$ cat src/rtl/gd_pkg.sv
package gd_pkg;

    typedef enum logic [1:0] {
        LEG_OFF  = 2'd0,
        LEG_HIGH = 2'd1,
        LEG_LOW  = 2'd2
    } leg_state_e;

    typedef struct packed {
        logic hi_req;
        logic lo_req;
    } leg_req_t;

    // Bits needed to hold the value n (at least one).
    function automatic int unsigned cnt_bits(input int unsigned n);
        return (n < 2) ? 1 : $clog2(n + 1);
    endfunction

    // Side a leg is heading for; conflicting requests give no side.
    function automatic leg_state_e pick_target(input leg_req_t r);
        if (r.hi_req && !r.lo_req) return LEG_HIGH;
        if (r.lo_req && !r.hi_req) return LEG_LOW;
        return LEG_OFF;
    endfunction

endpackage

$ cat src/rtl/gd_input_cond.sv
module gd_input_cond
    import gd_pkg::*;
#(
    parameter int unsigned      WIDTH      = 1,
    parameter int unsigned      FILT_LEN   = 1,
    parameter bit               USE_FILTER = 1'b1,
    parameter logic [WIDTH-1:0] RST_VAL    = '0
) (
    input  logic             clk,
    input  logic             rst,
    input  logic [WIDTH-1:0] din,
    output logic [WIDTH-1:0] dout
);

    logic [WIDTH-1:0] meta_q;
    logic [WIDTH-1:0] sync_q;

    always_ff @(posedge clk) begin
        if (rst) begin
            meta_q <= RST_VAL;
            sync_q <= RST_VAL;
        end else begin
            meta_q <= din;
            sync_q <= meta_q;
        end
    end

    generate
        if (USE_FILTER) begin : g_filt
            localparam int unsigned     FW   = cnt_bits(FILT_LEN);
            localparam logic [FW-1:0]   FLIM = FW'(FILT_LEN - 1);
            for (genvar b = 0; b < int'(WIDTH); b++) begin : g_bit
                logic [FW-1:0] run_q;
                logic          held_q;
                always_ff @(posedge clk) begin
                    if (rst) begin
                        run_q  <= '0;
                        held_q <= RST_VAL[b];
                    end else if (sync_q[b] == held_q) begin
                        run_q <= '0;
                    end else if (run_q == FLIM) begin
                        held_q <= sync_q[b];
                        run_q  <= '0;
                    end else begin
                        run_q <= run_q + 1'b1;
                    end
                end
                assign dout[b] = held_q;
            end
        end else begin : g_raw
            assign dout = sync_q;
        end
    endgenerate

endmodule

$ cat src/rtl/gd_leg_ctrl.sv
module gd_leg_ctrl
    import gd_pkg::*;
#(
    parameter int unsigned DEAD_CYC   = 73,
    parameter bit          HS_ACT_LOW = 1'b1
) (
    input  logic clk,
    input  logic rst,
    input  logic hi_f,
    input  logic lo_n_f,
    input  logic run_all,
    input  logic hs_ok,
    output logic hs_on,
    output logic ls_on,
    output logic changed
);

    localparam int unsigned   DW   = cnt_bits(DEAD_CYC);
    localparam logic [DW-1:0] DLIM = DW'(DEAD_CYC - 1);

    leg_state_e    st_q, st_d, tgt;
    logic [DW-1:0] dc_q;
    leg_req_t      req;
    logic          hi_want;

    generate
        if (HS_ACT_LOW) begin : g_hs_low
            assign hi_want = ~hi_f;
        end else begin : g_hs_high
            assign hi_want = hi_f;
        end
    endgenerate

    assign req.hi_req = hi_want & run_all & hs_ok;
    assign req.lo_req = ~lo_n_f & run_all;

    always_comb begin
        tgt  = pick_target(req);
        st_d = st_q;
        if (st_q != LEG_OFF) begin
            if (tgt != st_q) st_d = LEG_OFF;
        end else if (dc_q == DLIM) begin
            st_d = tgt;
        end
    end

    always_ff @(posedge clk) begin
        if (rst) begin
            st_q <= LEG_OFF;
            dc_q <= '0;
        end else begin
            st_q <= st_d;
            if (st_q != LEG_OFF)  dc_q <= '0;
            else if (dc_q != DLIM) dc_q <= dc_q + 1'b1;
        end
    end

    assign hs_on   = (st_q == LEG_HIGH);
    assign ls_on   = (st_q == LEG_LOW);
    assign changed = (st_d != st_q);

endmodule

$ cat src/rtl/gd_fault_ctrl.sv
module gd_fault_ctrl
    import gd_pkg::*;
#(
    parameter int unsigned BLANK_CYC = 63,
    parameter int unsigned CLR_CYC   = 412500
) (
    input  logic clk,
    input  logic rst,
    input  logic oc_s,
    input  logic uv_s,
    input  logic any_sw,
    output logic oc_lat,
    output logic fault_n
);

    localparam int unsigned   BW    = cnt_bits(BLANK_CYC);
    localparam logic [BW-1:0] BLOAD = BW'(BLANK_CYC);
    localparam int unsigned   CW    = cnt_bits(CLR_CYC);
    localparam logic [CW-1:0] CLIM  = CW'(CLR_CYC - 1);

    logic [BW-1:0] blank_q;
    logic [CW-1:0] clr_q;
    logic          lat_q;

    always_ff @(posedge clk) begin
        if (rst) begin
            blank_q <= '0;
            clr_q   <= '0;
            lat_q   <= 1'b0;
        end else begin
            if (any_sw)             blank_q <= BLOAD;
            else if (blank_q != '0) blank_q <= blank_q - 1'b1;

            if (!lat_q) begin
                clr_q <= '0;
                if (oc_s && blank_q == '0) lat_q <= 1'b1;
            end else if (oc_s) begin
                clr_q <= '0;
            end else if (clr_q == CLIM) begin
                lat_q <= 1'b0;
                clr_q <= '0;
            end else begin
                clr_q <= clr_q + 1'b1;
            end
        end
    end

    assign oc_lat  = lat_q;
    assign fault_n = ~(lat_q | uv_s);

endmodule

$ cat src/rtl/bridge_guard.sv
module bridge_guard
    import gd_pkg::*;
#(
    parameter int unsigned LEGS       = 3,
    parameter int unsigned FILT_LEN   = 10,
    parameter int unsigned DEAD_CYC   = 73,
    parameter int unsigned BLANK_CYC  = 63,
    parameter int unsigned CLR_CYC    = 412500,
    parameter bit          HS_ACT_LOW = 1'b1
) (
    input  logic            clk,
    input  logic            rst,
    input  logic [LEGS-1:0] hi_cmd_in,
    input  logic [LEGS-1:0] lo_cmd_n,
    input  logic            en,
    input  logic            oc_trip,
    input  logic            uv_logic,
    input  logic [LEGS-1:0] uv_hs,
    output logic [LEGS-1:0] hs_on,
    output logic [LEGS-1:0] ls_on,
    output logic            fault_n
);

    localparam int unsigned NF = 2 * LEGS + 1;
    localparam int unsigned NS = LEGS + 2;
    localparam logic [NF-1:0] FILT_RST = {1'b0, {LEGS{1'b1}}, {LEGS{HS_ACT_LOW}}};

    logic [NF-1:0]   filt_v;
    logic [NS-1:0]   sync_v;
    logic            en_f, oc_s, uv_s, oc_lat, run_all, any_sw;
    logic [LEGS-1:0] hi_f, lo_f, uvhs_s, sw;

    gd_input_cond #(
        .WIDTH(NF), .FILT_LEN(FILT_LEN), .USE_FILTER(1'b1), .RST_VAL(FILT_RST)
    ) u_cmd_cond (
        .clk(clk), .rst(rst), .din({en, lo_cmd_n, hi_cmd_in}), .dout(filt_v)
    );

    gd_input_cond #(
        .WIDTH(NS), .FILT_LEN(1), .USE_FILTER(1'b0), .RST_VAL('0)
    ) u_flag_sync (
        .clk(clk), .rst(rst), .din({uv_hs, uv_logic, oc_trip}), .dout(sync_v)
    );

    assign hi_f   = filt_v[LEGS-1:0];
    assign lo_f   = filt_v[2*LEGS-1:LEGS];
    assign en_f   = filt_v[NF-1];
    assign oc_s   = sync_v[0];
    assign uv_s   = sync_v[1];
    assign uvhs_s = sync_v[NS-1:2];

    assign run_all = en_f & ~oc_lat & ~uv_s;
    assign any_sw  = |sw;

    generate
        for (genvar g = 0; g < int'(LEGS); g++) begin : g_leg
            gd_leg_ctrl #(
                .DEAD_CYC(DEAD_CYC), .HS_ACT_LOW(HS_ACT_LOW)
            ) u_leg (
                .clk(clk), .rst(rst),
                .hi_f(hi_f[g]), .lo_n_f(lo_f[g]),
                .run_all(run_all), .hs_ok(~uvhs_s[g]),
                .hs_on(hs_on[g]), .ls_on(ls_on[g]), .changed(sw[g])
            );
        end
    endgenerate

    gd_fault_ctrl #(
        .BLANK_CYC(BLANK_CYC), .CLR_CYC(CLR_CYC)
    ) u_fault (
        .clk(clk), .rst(rst), .oc_s(oc_s), .uv_s(uv_s), .any_sw(any_sw),
        .oc_lat(oc_lat), .fault_n(fault_n)
    );

endmodule

$ cat config.mk
export PLATFORM = sky130hd
export DESIGN_NAME = bridge_guard
export DESIGN_NICKNAME = d
export VERILOG_FILES = /design/src/rtl/gd_pkg.sv /design/src/rtl/gd_input_cond.sv /design/src/rtl/gd_leg_ctrl.sv /design/src/rtl/gd_fault_ctrl.sv /design/src/rtl/bridge_guard.sv
export SDC_FILE = /design/constraint.sdc
export NUM_CORES = 1
export LEC_CHECK = 0
export BUFFER_PORTS_ARGS = -buffer_cell sky130_fd_sc_hd__buf_2
export CAP_MARGIN = 30
export CORE_UTILIZATION = 46
export CTS_CLUSTER_DIAMETER = 30
export DETAILED_ROUTE_END_ITERATION = 6
export PLACE_DENSITY = 0.64
export SYNTH_ARGS = -nofsm -noshare
export SYNTH_HDL_FRONTEND = slang
export SYNTH_SLANG_ARGS = --single-unit
$ cat constraint.sdc
create_clock -name clk -period 2.29 [get_ports clk]
set_input_delay 0.229 -clock clk [delete_from_list [all_inputs] [get_ports clk]]
set_output_delay 0.229 -clock clk [all_outputs]
set_load 0.02 [all_outputs]
; ---- Word level (Yosys, flattened, before mapping)
; Index checks and enable logic that the tools add are counted.
[word_totals]
input_bits = 14
output_inout_bits = 7
word_cells = 177
ff_bits = 112
[classes]
n_mux = 36
addsub = 12
n_bitwise = 31
eq_ne = 33
reduce_logical = 38
[op_table]
columns = operator, n
row1 = $mux 2, 21
row2 = $add 4x1->4 const B, 7
row3 = $eq 4x4->1 const B, 7
row4 = $reduce_or 3->1, 8
row5 = $add 7x1->7 const B, 3
row6 = $eq 7x7->1 const B, 3
row7 = $ne 7x7->1 const B, 3
row8 = $add 19x1->19 const B, 1
row9 = $eq 19x19->1 const B, 1
row10 = $not 1->1, 19
row11 = $reduce_and 2->1, 7
row12 = $mux 1, 13
row13 = $mux 6, 2
row14 = $ne 2x2->1, 6
row15 = $and 1x1->1, 11
row16 = $reduce_bool 2->1, 4
row17 = $eq 1x1->1, 7
row18 = $logic_and 1x1->1, 7
row19 = $eq 2x1->1 const B, 3
row20 = $eq 2x2->1 const B, 3
row21 = $logic_not 1->1, 6
row22 = $logic_not 6->1, 1
row23 = $reduce_bool 6->1, 1
row24 = $reduce_or 2->1, 3
row25 = other kinds (3), 3

; ---- Depth between registers and ports, before layout
[depth]
depth_word = 17
depth_mapped = 7
depth_no_buf = 7

; ---- By module
; Synthesis repeated with hierarchy kept, for this count alone.
[unflattened]
hier_cells = 508
hier_area_um2 = 4869.7
[modules_own_cells]
columns = mod, seq_area_each_um2, area_per_inst_um2, cells_each, n_inst
row1 = gd_input_cond (u_cmd_cond), 980.9, 1876.8, 177, 1
row2 = gd_leg_ctrl, 180.2, 483.0, 55, 3
row3 = gd_fault_ctrl, 520.5, 1256.2, 141, 1
row4 = gd_input_cond (u_flag_sync), 200.2, 262.8, 20, 1
row5 = bridge_guard, 0.0, 25.0, 5, 1

; ---- Worst setup path before layout
; OpenSTA, ideal clock, no wires.
[synth_path]
kind = register to register
from = reg u_fault.lat_q, in the netlist u_fault.oc_lat
to = reg u_fault.blank_q[0]
path_buffers = 0
path_stages_with_launch = 6
synth_period_minus_slack_ns = 1.587
arrival_ns = 1.513
required_time_ns = 2.216
path_slack_ns = 0.703
setup_time_ns = 0.074
path_cell_list = dfxtp_1 nor2_1 nand2_1 o32ai_2 nor2_1 a31oi_1
[synth_between]
elab_chain_len = 17
elab_cells_between_ends = 60
cone_classes = eq/ne: 6 / mux: 28 / bitwise: 12 / reduce/logical: 14
[synth_rtl]
columns = element, line_no
row1 = "start, declared", gd_fault_ctrl.sv:23  ; logic lat_q;
row2 = "start signal, assigned", gd_fault_ctrl.sv:29  ; lat_q <= 1'b0;
row3 = "start signal, assigned", gd_fault_ctrl.sv:36  ; if (oc_s && blank_q == '0) lat_q <= 1'b1;
row4 = "start signal, assigned", gd_fault_ctrl.sv:40  ; lat_q <= 1'b0;
row5 = $not 1->1 (no line) (*), -
row6 = $and 1x1->1 (*) (2 in a row), bridge_guard.sv:52  ; assign run_all = en_f & ~oc_lat & ~uv_s;
row7 = $and 1x1->1 (2 in a row), gd_leg_ctrl.sv:34  ; assign req.hi_req = hi_want & run_all & hs_ok;
row8 = $logic_not 1->1, gd_pkg.sv:22  ; if (r.lo_req && !r.hi_req) return LEG_LOW;
row9 = $logic_and 1x1->1, gd_pkg.sv:22
row10 = $mux 1 (2 in a row), gd_pkg.sv:22
row11 = $mux 2, gd_pkg.sv:23  ; return LEG_OFF;
row12 = $mux 2, gd_pkg.sv:22
row13 = $ne 2x2->1, gd_leg_ctrl.sv:41  ; if (tgt != st_q) st_d = LEG_OFF;
row14 = $mux 2, gd_leg_ctrl.sv:41
row15 = $mux 2, gd_leg_ctrl.sv:40  ; if (st_q != LEG_OFF) begin
row16 = $ne 2x2->1, gd_leg_ctrl.sv:60  ; assign changed = (st_d != st_q);
row17 = $reduce_or 3->1 (*), bridge_guard.sv:53  ; assign any_sw = |sw;
row18 = $mux 6 / $reduce_bool 2->1 (equally long branches), -
row19 = "end signal, assigned", gd_fault_ctrl.sv:32  ; else if (blank_q != '0) blank_q <= blank_q - 1'b1;
row20 = "end, declared", gd_fault_ctrl.sv:21  ; logic [BW-1:0] blank_q;
; Every way passes the cells marked *; elsewhere a longest branch is shown, timed or not. The select of a mux whose other input is x is not followed.
; A chain may end at the register's enable or synchronous reset.

; ---- Worst setup path in the final report
[layout_path]
from = reg g_leg[0].u_leg.dc_q[0]
to = reg u_fault.blank_q[4]
[layout_between]
elab_chain_len = 6
elab_cells_between_ends = 7
cone_classes = eq/ne: 2 / mux: 3 / reduce/logical: 2
[layout_rtl]
columns = element, line_no
row1 = "start, declared", gd_leg_ctrl.sv:22  ; logic [DW-1:0] dc_q;
row2 = "start signal, assigned", gd_leg_ctrl.sv:54  ; else if (dc_q != DLIM) dc_q <= dc_q + 1'b1;
row3 = $eq 7x7->1 (*), gd_leg_ctrl.sv:42  ; end else if (dc_q == DLIM) begin
row4 = $mux 2 (*), gd_leg_ctrl.sv:42
row5 = $mux 2 (*), gd_leg_ctrl.sv:40
row6 = $ne 2x2->1 (*), gd_leg_ctrl.sv:60
row7 = $reduce_or 3->1 (*), bridge_guard.sv:53
row8 = $mux 6 / $reduce_bool 2->1 (equally long branches), -
; Every way passes the cells marked *; elsewhere a longest branch is shown, timed or not.

==> PnR_summary.wiki <==
{| class="wikitable"
! Metric !! Value
|-
| Cell with the largest stage delay on the worst path || sky130_fd_sc_hd__dfxtp_1
|-
| Average footprint of a synthesized cell || 9.40 sq um
|-
| Count of buffers added by post-CTS timing repair for setup || 0
|-
| Setup clock skew after layout || 0.0144 ns
|-
| Crit path DAT || 2.05 ns
|-
| Max rail drop VDD || 0.309 mV
|-
| Remaining max-slew budget at the tightest pin || 57.9%
|-
| Period Utilization, post-route || 77.6%
|-
| Worst reg2reg path depth || 7
|-
| Crit-path max cell delay || 0.37 ns
|-
| Result of the run || complete, no violations
|-
| Final non-filler cell total || 659
|-
| Worst hold path cell count || 2
|-
| Total setup violations reported at the end of the flow || 0
|-
| Core footprint || 0.00991 sq mm
|-
| Final HPWL DP || 5390 microns
|-
| Synthesized net count || roughly 540
|-
| Clock buffer depth || 2
|-
| Fraction of synthesis flops using an asynchronous set or reset pin || 0%
|-
| Endpoint of the worst hold-timing path || u_cmd_cond.meta_q[1]
|-
| Critical Path, Cell by Cell || inv_1, ha_1, and4bb_1, nand3b_2, o311ai_2, o211ai_1, a31oi_1
|-
| Clock tree from TritonCTS || built
|-
| Clock transition at path regs || 0.11 ns
|-
| Family with the most delay on the worst path || compound AO/OA/AOI/OAI gates
|-
| MaxCap Viol Count || 0
|-
| Critical path peak fanout || 7
|-
| Placer's final routability congestion estimate || about 0.74
|-
| Final Hold Viols || 0
|-
| DRC || 0
|-
| Initial Util || 48.1%
|-
| Leakage power figure || 1.95 nW
|-
| Synth Register Bits || 112
|-
| Startpoint of the lowest-slack hold path || hi_cmd_in[1]
|-
| Placed Cells incl. Taps || 643
|-
| Fraction of final layout cells with drive strength greater than 1 || 12.2%
|-
| Number of input and output port buffers inserted || 20
|-
| Final period demand of the worst path || around 1.8 ns
|-
| Number of cells upsized or downsized after cts || 0
|-
| Register-to-Register Setup Slack || ~0.51 ns
|-
| Antenna-violating nets left || 0
|-
| Data required time of the worst path || between 2 and 3 ns
|-
| Number of synthesized flops with an enable pin || 0
|-
| Count of pins on the block boundary || 21
|-
| Crit Path Class || reg2reg
|-
| Net count, final || 557
|-
| Antenna diodes || 0
|-
| Worst slew pin tran || ~0.63 ns
|-
| Initial antenna violation count || 0
|-
| First-pass iteration count of the detailed router || 6
|-
| Std-Cell Rows || 36
|-
| Peak clock frequency supported by timing || ~560 MHz
|-
| Max-slew violation count || 0
|-
| Post-route core utilization || 51.9%
|-
| Top library cells by usage in the layout, fill and taps aside || 112 x sky130_fd_sc_hd__dfxtp_1, 91 x sky130_fd_sc_hd__nor2_1, 37 x sky130_fd_sc_hd__xnor2_1, 23 x sky130_fd_sc_hd__nor2b_1, 23 x sky130_fd_sc_hd__nand3_1
|-
| FF-to-FF Start || g_leg[0].u_leg.dc_q[0]
|-
| Gate Count Post-Synth || 507
|-
| Wire length per cell after detailed routing || around 12 microns
|-
| Post-synthesis cell type count || 49
|-
| Leftover overflow at the end of global routing || 0
|-
| Aggregate global-route resource usage || 15.3%
|-
| Number of buffers added by the clock tree synthesis step || 9
|-
| Power per unit of standard cell area || 713 mW/mm^2
|-
| Via count normalized by instance count || 5.01
|-
| Iteration-0 DRC Markers || roughly 130
|-
| Power after layout || 0.00367 W
|-
| Buffer type at the clock tree root || sky130_fd_sc_hd__clkbuf_8
|-
| Worst skew pair latency || 0.36 ns
|-
| Die ar. || 0.0108 sq mm
|-
| HP Class || in2reg
|-
| Most frequent standard cell in the layout excluding fill and tap cells || sky130_fd_sc_hd__dfxtp_1
|-
| # H-tree levels || 3
|-
| Number of vias in the routed layout || around 3300
|-
| Reg2Reg Capture Point || u_fault.blank_q[4]
|-
| Synth Cell Area || 0.00477 sq mm
|-
| Register area share after synthesis || 47.0%
|-
| Area Overhead vs Synth || 7.90%
|-
| Pin count of the biggest net entering global routing || 39
|-
| Die Wd || approximately 100 microns
|-
| Quantity of hold-fixing buffers added after cts || 0
|-
| Buf/Inv on CP || 1
|-
| Routed WL || 7600 microns
|-
| Number of global-route vias before repair || approximately 3200
|-
| Endpoint type of the worst setup path || flip-flop
|-
| Die boundary height || between 100 and 150 microns
|-
| Setup repair after global routing missed its margin || no
|-
| Area of all placed cells without fillers || 0.00514 sq mm
|-
| Count of synthesis-stage warnings from yosys || 0
|-
| TritonCTS Sinks || about 110
|-
| Instance area after placement || about 0.005 sq mm
|-
| Wire length of the first global-routing pass || 13700 microns
|-
| Commonest register cell after synthesis || sky130_fd_sc_hd__dfxtp_1
|-
| Worst setup SP type || flip-flop
|-
| Setup total negative slack || 0 ns
|}
==> flip-flops by register name, indices dropped and copies added, names as in the netlist, 6 cells and up <==
signal,flops
u_cmd_cond.meta_q,7
g_leg.u_leg.dc_q,21
g_leg.u_leg.st_q,6
u_cmd_cond.g_filt.g_bit.held_q,7
u_fault.clr_q,19
u_fault.blank_q,6
u_cmd_cond.g_filt.g_bit.run_q,28
u_cmd_cond.sync_q,7
==> worst register-to-register path, delay by kind of cell (launching register included) <==
family	cells	cell delay, ns
AND/OR/NAND/NOR	2	0.38
adder cells (fa/ha/maj)	1	0.13
AO/OA/AOI/OAI	3	0.75
flip-flops	1	0.37
buffers and inverters	1	0.07
==> how the worst max path moves through the flow <==
| stage | endpoint | depth (start not counted) | from |
|---|---|---|---|
| 2_1_floorplan | u_fault.blank_q[0] | 5 | u_fault.oc_lat |
| 3_3_place_gp | u_fault.blank_q[3] | 7 | u_fault.blank_q[0] |
| 3_5_place_dp | u_fault.blank_q[4] | 7 | g_leg[0].u_leg.dc_q[0] |
| 4_1_cts | u_fault.blank_q[4] | 7 | g_leg[0].u_leg.dc_q[0] |
| 5_1_grt | u_fault.blank_q[3] | 7 | u_fault.blank_q[0] |
| 6_report | u_fault.blank_q[4] | 7 | g_leg[0].u_leg.dc_q[0] |
==> synthesized netlist by cell type (2+ instances only) <==
master | number | area (sq um)
sky130_fd_sc_hd__o21ai_0 | 6 | 30.0
sky130_fd_sc_hd__a211o_1 | 6 | 52.6
sky130_fd_sc_hd__nand4_1 | 5 | 31.3
sky130_fd_sc_hd__nand3_1 | 23 | 115
sky130_fd_sc_hd__o211a_1 | 2 | 20.0
sky130_fd_sc_hd__nor2_2 | 2 | 12.5
sky130_fd_sc_hd__or4b_1 | 2 | 20.0
sky130_fd_sc_hd__buf_4 | 6 | 45.0
sky130_fd_sc_hd__nor4_1 | 4 | 25.0
sky130_fd_sc_hd__and3_1 | 8 | 50.1
sky130_fd_sc_hd__nor2b_1 | 23 | 144
sky130_fd_sc_hd__nor3_1 | 13 | 65.1
sky130_fd_sc_hd__buf_2 | 4 | 20.0
sky130_fd_sc_hd__nand2b_1 | 3 | 18.8
sky130_fd_sc_hd__mux2i_1 | 3 | 30.0
sky130_fd_sc_hd__a31oi_1 | 6 | 37.5
sky130_fd_sc_hd__a21oi_1 | 8 | 40.0
sky130_fd_sc_hd__a211oi_1 | 2 | 15.0
sky130_fd_sc_hd__nand2_1 | 18 | 67.6
sky130_fd_sc_hd__dfxtp_1 | 112 | 2240
sky130_fd_sc_hd__nor4b_1 | 3 | 26.3
sky130_fd_sc_hd__nor3_2 | 3 | 30.0
sky130_fd_sc_hd__clkbuf_1 | 7 | 26.3
sky130_fd_sc_hd__ha_1 | 22 | 275
sky130_fd_sc_hd__inv_1 | 21 | 78.8
sky130_fd_sc_hd__nor2_1 | 91 | 342
sky130_fd_sc_hd__or3_1 | 15 | 93.8
sky130_fd_sc_hd__xor2_1 | 20 | 175
sky130_fd_sc_hd__o31ai_1 | 2 | 15.0
sky130_fd_sc_hd__or2_2 | 12 | 75.1
sky130_fd_sc_hd__xnor2_1 | 37 | 324
==> logic make-up (layout without fill, tap and decap cells) <==
group | count (synthesis) | count (layout) | share of synthesized area, %
fa+ha+maj | 22 | 22 | 5.78
buf+inv | 39 | 58 | 3.81
simple gates | 238 | 238 | 26.9
compound gates | 36 | 36 | 5.41
flops | 112 | 112 | 47.0
xor+xnor | 57 | 57 | 10.5
mux | 3 | 3 | 0.630
==> per-layer routing <==
metal,vias up,part of all wire [%],GRT usage [%]
met1,1549,50,19.0
met5,-,0,0
met4,0,1.5,5.10
met2,31,47,26.6
met3,10,2.1,3.15
li1,1713,-,-
==> power by group <==
| part | total, W | switching (W) | leakage (nW) | internal, W |
|---|---|---|---|---|
| Clock | 0.00119 | 0.000646 | 0.100 | 0.000545 |
| Sequential | 0.00210 | 0.0000729 | 0.911 | 0.00203 |
| Combinational | 0.000379 | 0.000199 | 0.936 | 0.000180 |
==> final cells by class <==
cell class / instances / area (sq um)
Clock buffer: 11 / 141
Clock inverter: 5 / 63.8
Fill cell: 936 / 4770
Inverter: 21 / 78.8
Multi-Input combinational cell: 356 / 2340
Sequential cell: 112 / 2240
Tap cell: 133 / 166
Timing Repair Buffer: 21 / 108
==> stage by stage <==
stage,setup WS [ns],hold WS (ns)
final,0.513,0.0457
after global placement,0.584,0.391
after CTS,0.510,0.0292
after global routing,0.299,0.0234
after floorplan,0.703,0.333
after detailed placement,0.546,0.393
Note: power is estimated with default switching activity, not from simulation.
